### config.mk
export PLATFORM = sky130hd
export DESIGN_NAME = lapic_tmr
export DESIGN_NICKNAME = d
export VERILOG_FILES = /design/src/rtl/lapic_tmr_pkg.sv /design/src/rtl/lapic_tmr_regs.sv /design/src/rtl/lapic_tmr_presc.sv /design/src/rtl/lapic_tmr_count.sv /design/src/rtl/lapic_tmr_irq.sv /design/src/rtl/lapic_tmr.sv
export SDC_FILE = /design/constraint.sdc
export NUM_CORES = 1
export LEC_CHECK = 0
export CORE_UTILIZATION = 50
export DETAILED_ROUTE_END_ITERATION = 8
export PLACE_DENSITY = 0.87
export RECOVER_POWER = 50
export SKIP_LAST_GASP = 1
export SLEW_MARGIN = 40
export SYNTH_ARGS = -nofsm -noshare
export SYNTH_HDL_FRONTEND = slang
export SYNTH_HIERARCHICAL = 1
export SYNTH_SLANG_ARGS = --single-unit
### constraint.sdc
create_clock -name clk -period 8.7 [get_ports clk]
set_input_delay 2.61 -clock clk [delete_from_list [all_inputs] [get_ports clk]]
set_output_delay 2.61 -clock clk [all_outputs]
set_load 0.02 [all_outputs]
### src/rtl/lapic_tmr_pkg.sv
package lapic_tmr_pkg;

  localparam int unsigned REG_W     = 32;
  localparam int unsigned VEC_W     = 8;
  localparam int unsigned MAX_SHIFT = 7;

  localparam int unsigned OFS_CTRL  = 32'h320;
  localparam int unsigned OFS_START = 32'h380;
  localparam int unsigned OFS_COUNT = 32'h390;
  localparam int unsigned OFS_DIV   = 32'h3E0;

  typedef struct packed {
    logic             periodic;
    logic             masked;
    logic [VEC_W-1:0] vector;
  } ctrl_t;

  localparam ctrl_t CTRL_RST = '{periodic: 1'b0, masked: 1'b1, vector: '0};

  function automatic ctrl_t ctrl_unpack(logic [REG_W-1:0] w);
    ctrl_t c;
    c.periodic = w[17];
    c.masked   = w[16];
    c.vector   = w[VEC_W-1:0];
    return c;
  endfunction

  function automatic logic [REG_W-1:0] ctrl_pack(ctrl_t c);
    logic [REG_W-1:0] w;
    w = '0;
    w[17] = c.periodic;
    w[16] = c.masked;
    w[VEC_W-1:0] = c.vector;
    return w;
  endfunction

  // Divider code gathered from bits {3,1,0}
  function automatic logic [2:0] div_code(logic [REG_W-1:0] w);
    return {w[3], w[1:0]};
  endfunction

  function automatic logic [REG_W-1:0] div_pack(logic [2:0] c);
    logic [REG_W-1:0] w;
    w = '0;
    w[3]   = c[2];
    w[1:0] = c[1:0];
    return w;
  endfunction

  // Ratio is 2**shift; the code plus one, wrapping in three bits, is the shift
  function automatic logic [2:0] div_shift(logic [2:0] c);
    return c + 3'd1;
  endfunction

endpackage

### src/rtl/lapic_tmr_regs.sv
module lapic_tmr_regs
  import lapic_tmr_pkg::*;
#(
  parameter int ADDR_W = 12,
  parameter int CNT_W  = 32
) (
  input  logic              clk,
  input  logic              rst_n,
  input  logic [ADDR_W-1:0] addr,
  input  logic [REG_W-1:0]  wdata,
  input  logic              we,
  input  logic [CNT_W-1:0]  cur,
  output logic [REG_W-1:0]  rdata,
  output ctrl_t             ctrl,
  output logic [CNT_W-1:0]  start_q,
  output logic [2:0]        div_c,
  output logic              ld_start,
  output logic              wr_div
);

  logic hit_ctrl, hit_start, hit_count, hit_div;

  assign hit_ctrl  = (addr == ADDR_W'(OFS_CTRL));
  assign hit_start = (addr == ADDR_W'(OFS_START));
  assign hit_count = (addr == ADDR_W'(OFS_COUNT));
  assign hit_div   = (addr == ADDR_W'(OFS_DIV));

  assign ld_start = we && hit_start;
  assign wr_div   = we && hit_div;

  always_ff @(posedge clk) begin
    if (!rst_n) begin
      ctrl    <= CTRL_RST;
      start_q <= '0;
      div_c   <= '0;
    end else begin
      if (we && hit_ctrl) ctrl <= ctrl_unpack(wdata);
      if (ld_start) start_q <= wdata[CNT_W-1:0];
      if (wr_div) div_c <= div_code(wdata);
    end
  end

  always_comb begin
    rdata = '0;
    if (hit_ctrl)       rdata = ctrl_pack(ctrl);
    else if (hit_start) rdata = REG_W'(start_q);
    else if (hit_count) rdata = REG_W'(cur);
    else if (hit_div)   rdata = div_pack(div_c);
  end


  ctrl_rsvd_chk: assert property (@(posedge clk) disable iff (!rst_n)
    hit_ctrl |-> (rdata[31:18] == '0) && (rdata[15:VEC_W] == '0));


  div_rsvd_chk: assert property (@(posedge clk) disable iff (!rst_n)
    hit_div |-> (rdata[31:4] == '0) && (rdata[2] == 1'b0));

endmodule

### src/rtl/lapic_tmr_presc.sv
module lapic_tmr_presc
  import lapic_tmr_pkg::*;
#(
  parameter int PRE_W = MAX_SHIFT
) (
  input  logic       clk,
  input  logic       rst_n,
  input  logic       active,
  input  logic       restart,
  input  logic [2:0] shift,
  output logic       tick
);

  localparam int FULL_W = PRE_W + 1;

  logic [PRE_W-1:0]  pre;
  logic [FULL_W-1:0] ratio_full;
  logic [PRE_W-1:0]  ratio_m1;

  assign ratio_full = FULL_W'(1) << shift;
  assign ratio_m1   = PRE_W'(ratio_full - FULL_W'(1));

  assign tick = active && !restart && (pre == ratio_m1);

  always_ff @(posedge clk) begin
    if (!rst_n) pre <= '0;
    else if (restart || !active || tick) pre <= '0;
    else pre <= pre + PRE_W'(1);
  end


  restart_clr_chk: assert property (@(posedge clk) disable iff (!rst_n)
    restart |=> pre == '0);


  pre_bound_chk: assert property (@(posedge clk) disable iff (!rst_n)
    pre <= ratio_m1);

endmodule

### src/rtl/lapic_tmr_count.sv
module lapic_tmr_count #(
  parameter int CNT_W = 32
) (
  input  logic             clk,
  input  logic             rst_n,
  input  logic             tick,
  input  logic             ld,
  input  logic [CNT_W-1:0] ld_val,
  input  logic             periodic,
  input  logic [CNT_W-1:0] reload,
  output logic [CNT_W-1:0] cur,
  output logic             active,
  output logic             expire
);

  assign active = (cur != '0);
  assign expire = tick && !ld && (cur == CNT_W'(1));

  always_ff @(posedge clk) begin
    if (!rst_n) cur <= '0;
    else if (ld) cur <= ld_val;
    else if (tick && active) begin
      if (cur == CNT_W'(1)) cur <= periodic ? reload : '0;
      else cur <= cur - CNT_W'(1);
    end
  end


  dec_step_chk: assert property (@(posedge clk) disable iff (!rst_n)
    tick && !ld && (cur > CNT_W'(1)) |=> cur == $past(cur) - CNT_W'(1));


  idle_hold_chk: assert property (@(posedge clk) disable iff (!rst_n)
    (cur == '0) && !ld |=> cur == '0);


  reload_chk: assert property (@(posedge clk) disable iff (!rst_n)
    expire && periodic |=> cur == $past(reload));

endmodule

### src/rtl/lapic_tmr_irq.sv
module lapic_tmr_irq
  import lapic_tmr_pkg::*;
(
  input  logic             clk,
  input  logic             rst_n,
  input  logic             expire,
  input  ctrl_t            ctrl,
  input  logic             ack,
  output logic             irq,
  output logic [VEC_W-1:0] vec
);

  logic fire;
  assign fire = expire && !ctrl.masked;

  always_ff @(posedge clk) begin
    if (!rst_n) begin
      irq <= 1'b0;
      vec <= '0;
    end else if (fire) begin
      irq <= 1'b1;
      vec <= ctrl.vector;
    end else if (ack) begin
      irq <= 1'b0;
    end
  end


  mask_block_chk: assert property (@(posedge clk) disable iff (!rst_n)
    expire && ctrl.masked && !irq |=> !irq);


  pend_hold_chk: assert property (@(posedge clk) disable iff (!rst_n)
    irq && !ack && !expire |=> irq && $stable(vec));

endmodule

### src/rtl/lapic_tmr.sv
module lapic_tmr
  import lapic_tmr_pkg::*;
#(
  parameter int ADDR_W = 12,
  parameter int CNT_W  = 32
) (
  input  logic              clk,
  input  logic              rst_n,
  input  logic [ADDR_W-1:0] reg_addr,
  input  logic [31:0]       reg_wdata,
  input  logic              reg_we,
  output logic [31:0]       reg_rdata,
  output logic              irq_req,
  output logic [7:0]        irq_vector,
  input  logic              irq_ack
);

  ctrl_t            ctrl;
  logic [CNT_W-1:0] start_q;
  logic [CNT_W-1:0] cur;
  logic [2:0]       div_c;
  logic             ld_start, wr_div, restart;
  logic             tick, active, expire;

  assign restart = ld_start || wr_div;

  lapic_tmr_regs #(.ADDR_W(ADDR_W), .CNT_W(CNT_W)) u_regs (
    .clk(clk), .rst_n(rst_n), .addr(reg_addr), .wdata(reg_wdata),
    .we(reg_we), .cur(cur), .rdata(reg_rdata), .ctrl(ctrl),
    .start_q(start_q), .div_c(div_c), .ld_start(ld_start), .wr_div(wr_div)
  );

  lapic_tmr_presc #(.PRE_W(MAX_SHIFT)) u_presc (
    .clk(clk), .rst_n(rst_n), .active(active), .restart(restart),
    .shift(div_shift(div_c)), .tick(tick)
  );

  lapic_tmr_count #(.CNT_W(CNT_W)) u_count (
    .clk(clk), .rst_n(rst_n), .tick(tick), .ld(ld_start),
    .ld_val(reg_wdata[CNT_W-1:0]), .periodic(ctrl.periodic),
    .reload(start_q), .cur(cur), .active(active), .expire(expire)
  );

  lapic_tmr_irq u_irq (
    .clk(clk), .rst_n(rst_n), .expire(expire), .ctrl(ctrl),
    .ack(irq_ack), .irq(irq_req), .vec(irq_vector)
  );

endmodule

==> results of run 1 <==
-- cell type report --
| class | instances | area [µm²] |
|---|---|---|
| clock buffer | 9 | 225.2 |
| clock inverter | 7 | 120.1 |
| fill | 969 | 4378 |
| inverter | 12 | 45.04 |
| multi-input combinational | 550 | 3646 |
| sequential | 93 | 1862 |
| tap | 143 | 178.9 |
| timing repair buffer | 94 | 914.6 |
-- power by group --
part	switching, mW	internal, mW
Sequential	0.0000770	0.425
Clock	0.173	0.282
Combinational	0.0264	0.0264
-- worst paths after layout --
| kind | start | to | slack, ns |
|---|---|---|---|
| worst min register to register | u_irq/vec[0]$_SDFFE_PN0P_ | u_irq/vec[0]$_SDFFE_PN0P_ | 0.45 |
| worst min-delay path | u_irq/vec[0]$_SDFFE_PN0P_ | u_irq/vec[0]$_SDFFE_PN0P_ | 0.45 |
| worst max register to register | u_regs/div_c[0]$_SDFFE_PN0P_ | u_irq/vec[1]$_SDFFE_PN0P_ | 4.64 |
| worst max-delay path | reg_addr[8] | reg_rdata[17] | 1.07 |
-- synthesized netlist by cell type (3+ instances only) --
cell type    n
a211oi_1    10
a21o_1       5
a21oi_1     16
a221o_1      3
a221oi_1     7
a22oi_1      9
a311oi_1     4
a31oi_1      5
a32o_1       3
and2_1       4
and3_1       6
and4_1       4
buf_1        3
buf_2        5
buf_4        6
buf_6        8
clkbuf_1    25
dfxtp_1     93
ha_1         5
inv_1       11
mux2_2       5
mux2i_1     86
nand2_1    126
nand2b_1     3
nand3_1     10
nand4_1      7
nor2_1      54
nor2b_1      9
nor3_1      21
nor3_2       3
nor4_1      12
o211ai_1     5
o21ai_0     31
o221ai_1     3
o22ai_1      3
o2bb2ai_1    9
o31ai_1      3
o41ai_1      4
or4_1        8
or4_4        4
xnor2_1     11
xor2_1      13
-- layer usage --
layer / wire (µm) / track usage
met3: 1099 / 0.04090
met5: 0 / 0
met1: 7001 / 0.3442
met2: 7328 / 0.4496
met4: 432 / 0.1095
-- metrics by stage --
step / hold slack, ns / setup slack [ns] / area, µm²
3_5_place_dp: 0.4457 / 1.181 / 6659
2_1_floorplan: 0.4384 / 2.172 / 5826
3_3_place_gp: 0.4455 / 1.313 / 6659
4_1_cts: 0.4592 / 1.162 / 7004
5_1_grt: 0.4798 / 0.9296 / 6992
6_report: 0.4520 / 1.073 / 6992
-- registers in the layout (all words and copies together) (netlist names) --
register        flops
u_regs/ctrl        10
u_regs/start_q     32
u_count/cur        32
u_irq/irq           1
u_irq/vec           8
u_presc/pre         7
u_regs/div_c        3
-- kinds of logic (layout without fill, tap and decap cells) --
| family | count (synthesis) | count (layout) | share of synthesized area |
|---|---|---|---|
| AND/OR/NAND/NOR | 292 | 292 | 0.2517 |
| AO/OA/AOI/OAI | 138 | 138 | 0.1712 |
| flip-flops | 93 | 93 | 0.3196 |
| multiplexers | 91 | 91 | 0.1574 |
| buffers and inverters | 59 | 122 | 0.05326 |
| XOR/XNOR | 24 | 24 | 0.03608 |
| adder cells (fa/ha/maj) | 5 | 5 | 0.01074 |
-- worst register-to-register path: stages, from the launching register on --
cell,delay [ns]
dfxtp_1,0.33
ha_1,0.22
xor2_1,0.55
inv_1,0.18
or3_4,0.42
a32oi_4,0.35
and3_1,0.25
nand2_1,0.19
nor3_1,0.35
nor2b_1,0.88
mux2i_1,0.27
==> run_results.csv, run 1 <==
group,metric,value,unit
outcome,status,"finished, violations left",
outcome,violations,"max-capacitance violations, max-slew violations",
critical_path,critical_path.slowest_cell,"clkdlybuf4s50_1",
synthesis,synthFlopType,"dfxtp_1",
synthesis,syn_nets,755,
timing,setup_tns,0,ns
layout,final_cell_mix,"nand2_1, dfxtp_1, mux2i_1, clkdlybuf4s50_1, nor2_1",
critical_path,cp-start-kind,"primary input",
grt,grt_usage,0.2687,
timing,timing.final.crit_share,0.8767,
layout,num-nets-final,813,
grt,grt_max_degree,65,
layout,drive_gt1_frac,0.06144,
place,dp_cells,892,
cts,clock_sink_count,93,
power,power.leakage,2.599,nW
critical_path,critical_path_class,"primary input to output pin",
timing,finClkSkew,0.009530,ns
synthesis,synth_top_area_cell,"dfxtp_1",
cts,post_cts_buffers,0,
critical_path,cp_top_family,"buffers and inverters",
critical_path,worst_ep_arrival_time,5.02,ns
timing,clock.fmax,131.1,MHz
critical_path,ff2ff_path_depth,10,
synthesis,synthesis.instances,702,
floorplan,die_x,109.9,µm
power,power,0.9338,mW
place,gp_congestion,0.9710,
cts,cts_buffer_depth,2,
cts,cts_buffers,9,
layout,area_delta_synth_final,20.02,%
synthesis,synth.avg_cell_area,8.299,µm²
cts,cts_tree,"done",
cts,htree_levels,3,
synthesis,synth_enable_flop_cells,0,
synthesis,synth-async-reset-ratio,0,
timing,maxSlewViolCount,38,
critical_path,critPathMaxFanout,29,
cts,path_clk_slew,0.07,ns
critical_path,crit_chain,"dlygate4sd3_1 > nor4bb_1 > nand4_1 > buf_4 > o2bb2ai_1 > clkdlybuf4s50_1",
detailed_routing,vias,5557,
power,power.density,133.6,mW/mm²
detailed_routing,first_pass_iters,6,
timing,setup_viol,0,
synthesis,synth_cell_types,75,
power,ir_worst_vdd,0.0001145,V
synthesis,ys_ff_latch,93,
critical_path,cp_num_cells,6,
critical_path,end_kind,"output pin",
timing,maxSlewHeadroom,-0.5394,
place,hpwlAfterDp,10710,µm
grt,grt_pass1_wl,25430,µm
detailed_routing,drtAntennaViolNets,0,
floorplan,die_h,109.9,µm
timing,hold_viol,0,
detailed_routing,drt_iter0_markers,459,
layout,fin_util,0.6149,
layout,stdcell_count,908,
floorplan,dieArea,0.01209,mm²
floorplan,core,0.01137,mm²
synthesis,synth_area_leaders,"dfxtp_1, mux2i_1, nand2_1",
synthesis,synth_seq_area_share,0.3196,
synthesis,yosys_warnings,6,
cts,ctsHoldBuffers,0,
worst_hold_path,hold_class,"flop to flop",
detailed_routing,drt-total-wl,15860,µm
synthesis,synthesis.area,0.005826,mm²
worst_hold_path,hold_depth,2,
timing,fin_crit,7.627,ns
synthesis,synth_top_area_share,0.3196,
timing,rsz0062_at_grt,"no",
place,port_buffers,88,
detailed_routing,wire_per_inst,17.47,µm
layout,final_common_cell,"nand2_1",
cts,clock-root-buffer,"clkbuf_16",
grt,grt_pass1_vias,5240,
critical_path,cp_num_buf_inv,3,
critical_path,cpPeakStageDelay,0.63,ns
layout,antenna_cells,0,
floorplan,ioPinCount,89,
cts,clock_latency,0.34,ns
critical_path,cp.required,6.09,ns
detailed_routing,drc,0,
grt,antenna_found_initial,0,
timing,tightestPinTransition,2.309,ns
detailed_routing,via_per_inst,6.120,
floorplan,initial_core_util,0.5124,
floorplan,placementRows,39,
cts,cts.repair.resized,0,
job,drv_cap,1,
grt,grt_overflow,0,
Power figures use the tool's default switching activity.
==> run 2: changes to the inputs <==
Settings changed: REMOVE_ABC_BUFFERS set to 1.
==> run 2 against run 1 <==
Net effect: critical path depth stayed put; first-iteration DRC count grew 27%; global-route usage increased by 0.10 points; power shrank 8.0%; the run now ends clean.
==> run_results.csv, run 2 (same netlist as run 1, synthesis figures left out) <==
group,metric,value,unit
outcome,status,"finished, final reports clean",
cts,path_clk_slew,0.07,ns
power,switching_power,0.2022,mW
layout,stdcell_count,908,
layout,num-fill-cells,940,
cts,ctsHoldBuffers,0,
timing,tightestPinTransition,1.174,ns
place,dp_cells,892,
power,power,0.8594,mW
timing,rsz0062_at_grt,"no",
layout,final_cell_mix,"nand2_1, dfxtp_1, mux2i_1, clkdlybuf4s50_1, nor2_1",
cts,cts.repair.resized,0,
timing,maxSlewHeadroom,0.2154,
power,power.leakage,2.588,nW
grt,grt_pass1_vias,5208,
timing,setup_ws,1.061,ns
critical_path,end_kind,"output pin",
layout,final_common_cell,"nand2_1",
grt,grt_pass1_wl,25410,µm
place,placed_area,0.006659,mm²
layout,drive_gt1_frac,0.06144,
grt,grt_overflow,0,
cts,post_cts_buffers,0,
floorplan,core,0.01137,mm²
detailed_routing,wire_per_inst,17.78,µm
timing,timing.final.crit_share,0.8781,
critical_path,cp.required,6.09,ns
timing,setup_viol,0,
floorplan,ioPinCount,89,
cts,clock-root-buffer,"clkbuf_16",
timing,fin_crit,7.639,ns
floorplan,dieArea,0.01209,mm²
place,gp_congestion,0.9598,
timing,finClkSkew,0.01002,ns
layout,num-nets-final,813,
power,p_seq_frac,0.495,
power,swShare,0.2353,
place,hpwlAfterDp,10990,µm
layout,antenna_cells,0,
place,port_buffers,88,
timing,hold_viol,0,
timing,maxSlewViolCount,0,
power,ir_worst_vdd,0.0001111,V
grt,antenna_found_initial,0,
cts,cts_tree,"done",
cts,cts_buffer_depth,2,
power,p_comb_frac,0.061,
floorplan,placementRows,39,
grt,grt_usage,0.2698,
cts,htree_levels,3,
layout,stdcell_area,0.006945,mm²
worst_hold_path,hold_class,"flop to flop",
critical_path,critical_path_class,"primary input to output pin",
critical_path,critPathMaxFanout,13,
detailed_routing,drc,0,
detailed_routing,drt-total-wl,16140,µm
detailed_routing,via_per_inst,6.281,
job,drv_cap,0,
detailed_routing,vias,5703,
timing,clock.fmax,130.9,MHz
cts,cts_buffers,9,
cts,clock_latency,0.35,ns
grt,grt_max_degree,62,
critical_path,worst_ep_arrival_time,5.03,ns
layout,area_delta_synth_final,19.22,%
detailed_routing,drtAntennaViolNets,0,
timing,setup_tns,0,ns
power,p_int,0.6572,mW
power,power.density,123.7,mW/mm²
cts,clock_sink_count,93,
floorplan,initial_core_util,0.5124,
power,p_clk_frac,0.444,
layout,top_regs,"u_count/cur (32), u_regs/start_q (32), u_regs/ctrl (10)",
detailed_routing,first_pass_iters,5,
floorplan,die_x,109.9,µm
place,pre_cts_slack,0.9999,ns
timing,hold_slack,0.4564,ns
floorplan,die_h,109.9,µm
layout,fin_util,0.6109,
critical_path,cp-start-kind,"primary input",
detailed_routing,drt_iter0_markers,581,
## run 2: cell types whose count changed in the layout (fill, tap and decap cells not counted), sizes merged
| cell | change |
|---|---|
| clkbuf | +1 |
| bufinv | -3 |
| buf | +1 |
| inv | -1 |
| clkinv | +2 |
## run 2: final timing paths
path | startpoint | endpoint | slack [ns] | depth (start not counted)
max | reg_addr[8] | reg_rdata[16] | 1.06 | 6
min | u_irq/vec[4]$_SDFFE_PN0P_ | u_irq/vec[4]$_SDFFE_PN0P_ | 0.46 | 2
max reg2reg | u_regs/div_c[0]$_SDFFE_PN0P_ | u_irq/vec[7]$_SDFFE_PN0P_ | 4.60 | 10
min reg2reg | u_irq/vec[4]$_SDFFE_PN0P_ | u_irq/vec[4]$_SDFFE_PN0P_ | 0.46 | 2
## run 2: area by class of cell
| type | count | area (µm²) | share of cell area |
|---|---|---|---|
| Multi-Input combinational cell | 550 | 3652 | 0.5259 |
| Sequential cell | 93 | 1862 | 0.2681 |
| Timing Repair Buffer | 94 | 918.4 | 0.1322 |
| Clock buffer | 11 | 242.7 | 0.03495 |
| Tap cell | 143 | 178.9 | 0.02576 |
| Clock inverter | 5 | 46.29 | 0.006665 |
| Inverter | 12 | 45.04 | 0.006485 |
## run 2: layer usage
layer  track usage  part of all wire  vias up
met5             0                 0        -
met4        0.1257             0.033        0
li1              -                 -     2687
met1        0.3450              0.42     2689
met2        0.4379              0.48      269
met3       0.04979             0.071       58
## run 2: power by group through the flow
stage	clock network [mW]	registers, mW	logic, mW
3_5_place_dp	0	0.435	0.0523
2_1_floorplan	0	0.435	0.0130
4_1_cts	0.385	0.426	0.0524
5_1_grt	0.401	0.425	0.0566
6_report	0.381	0.426	0.0527
3_3_place_gp	0	0.435	0.0519
## run 2: critical path: stages
cell and delay [ns]:
dlygate4sd3_1 0.53, nor4bb_1 0.54, nand4_1 0.25, buf_4 0.27, o2bb2ai_1 0.19, clkdlybuf4s50_1 0.63
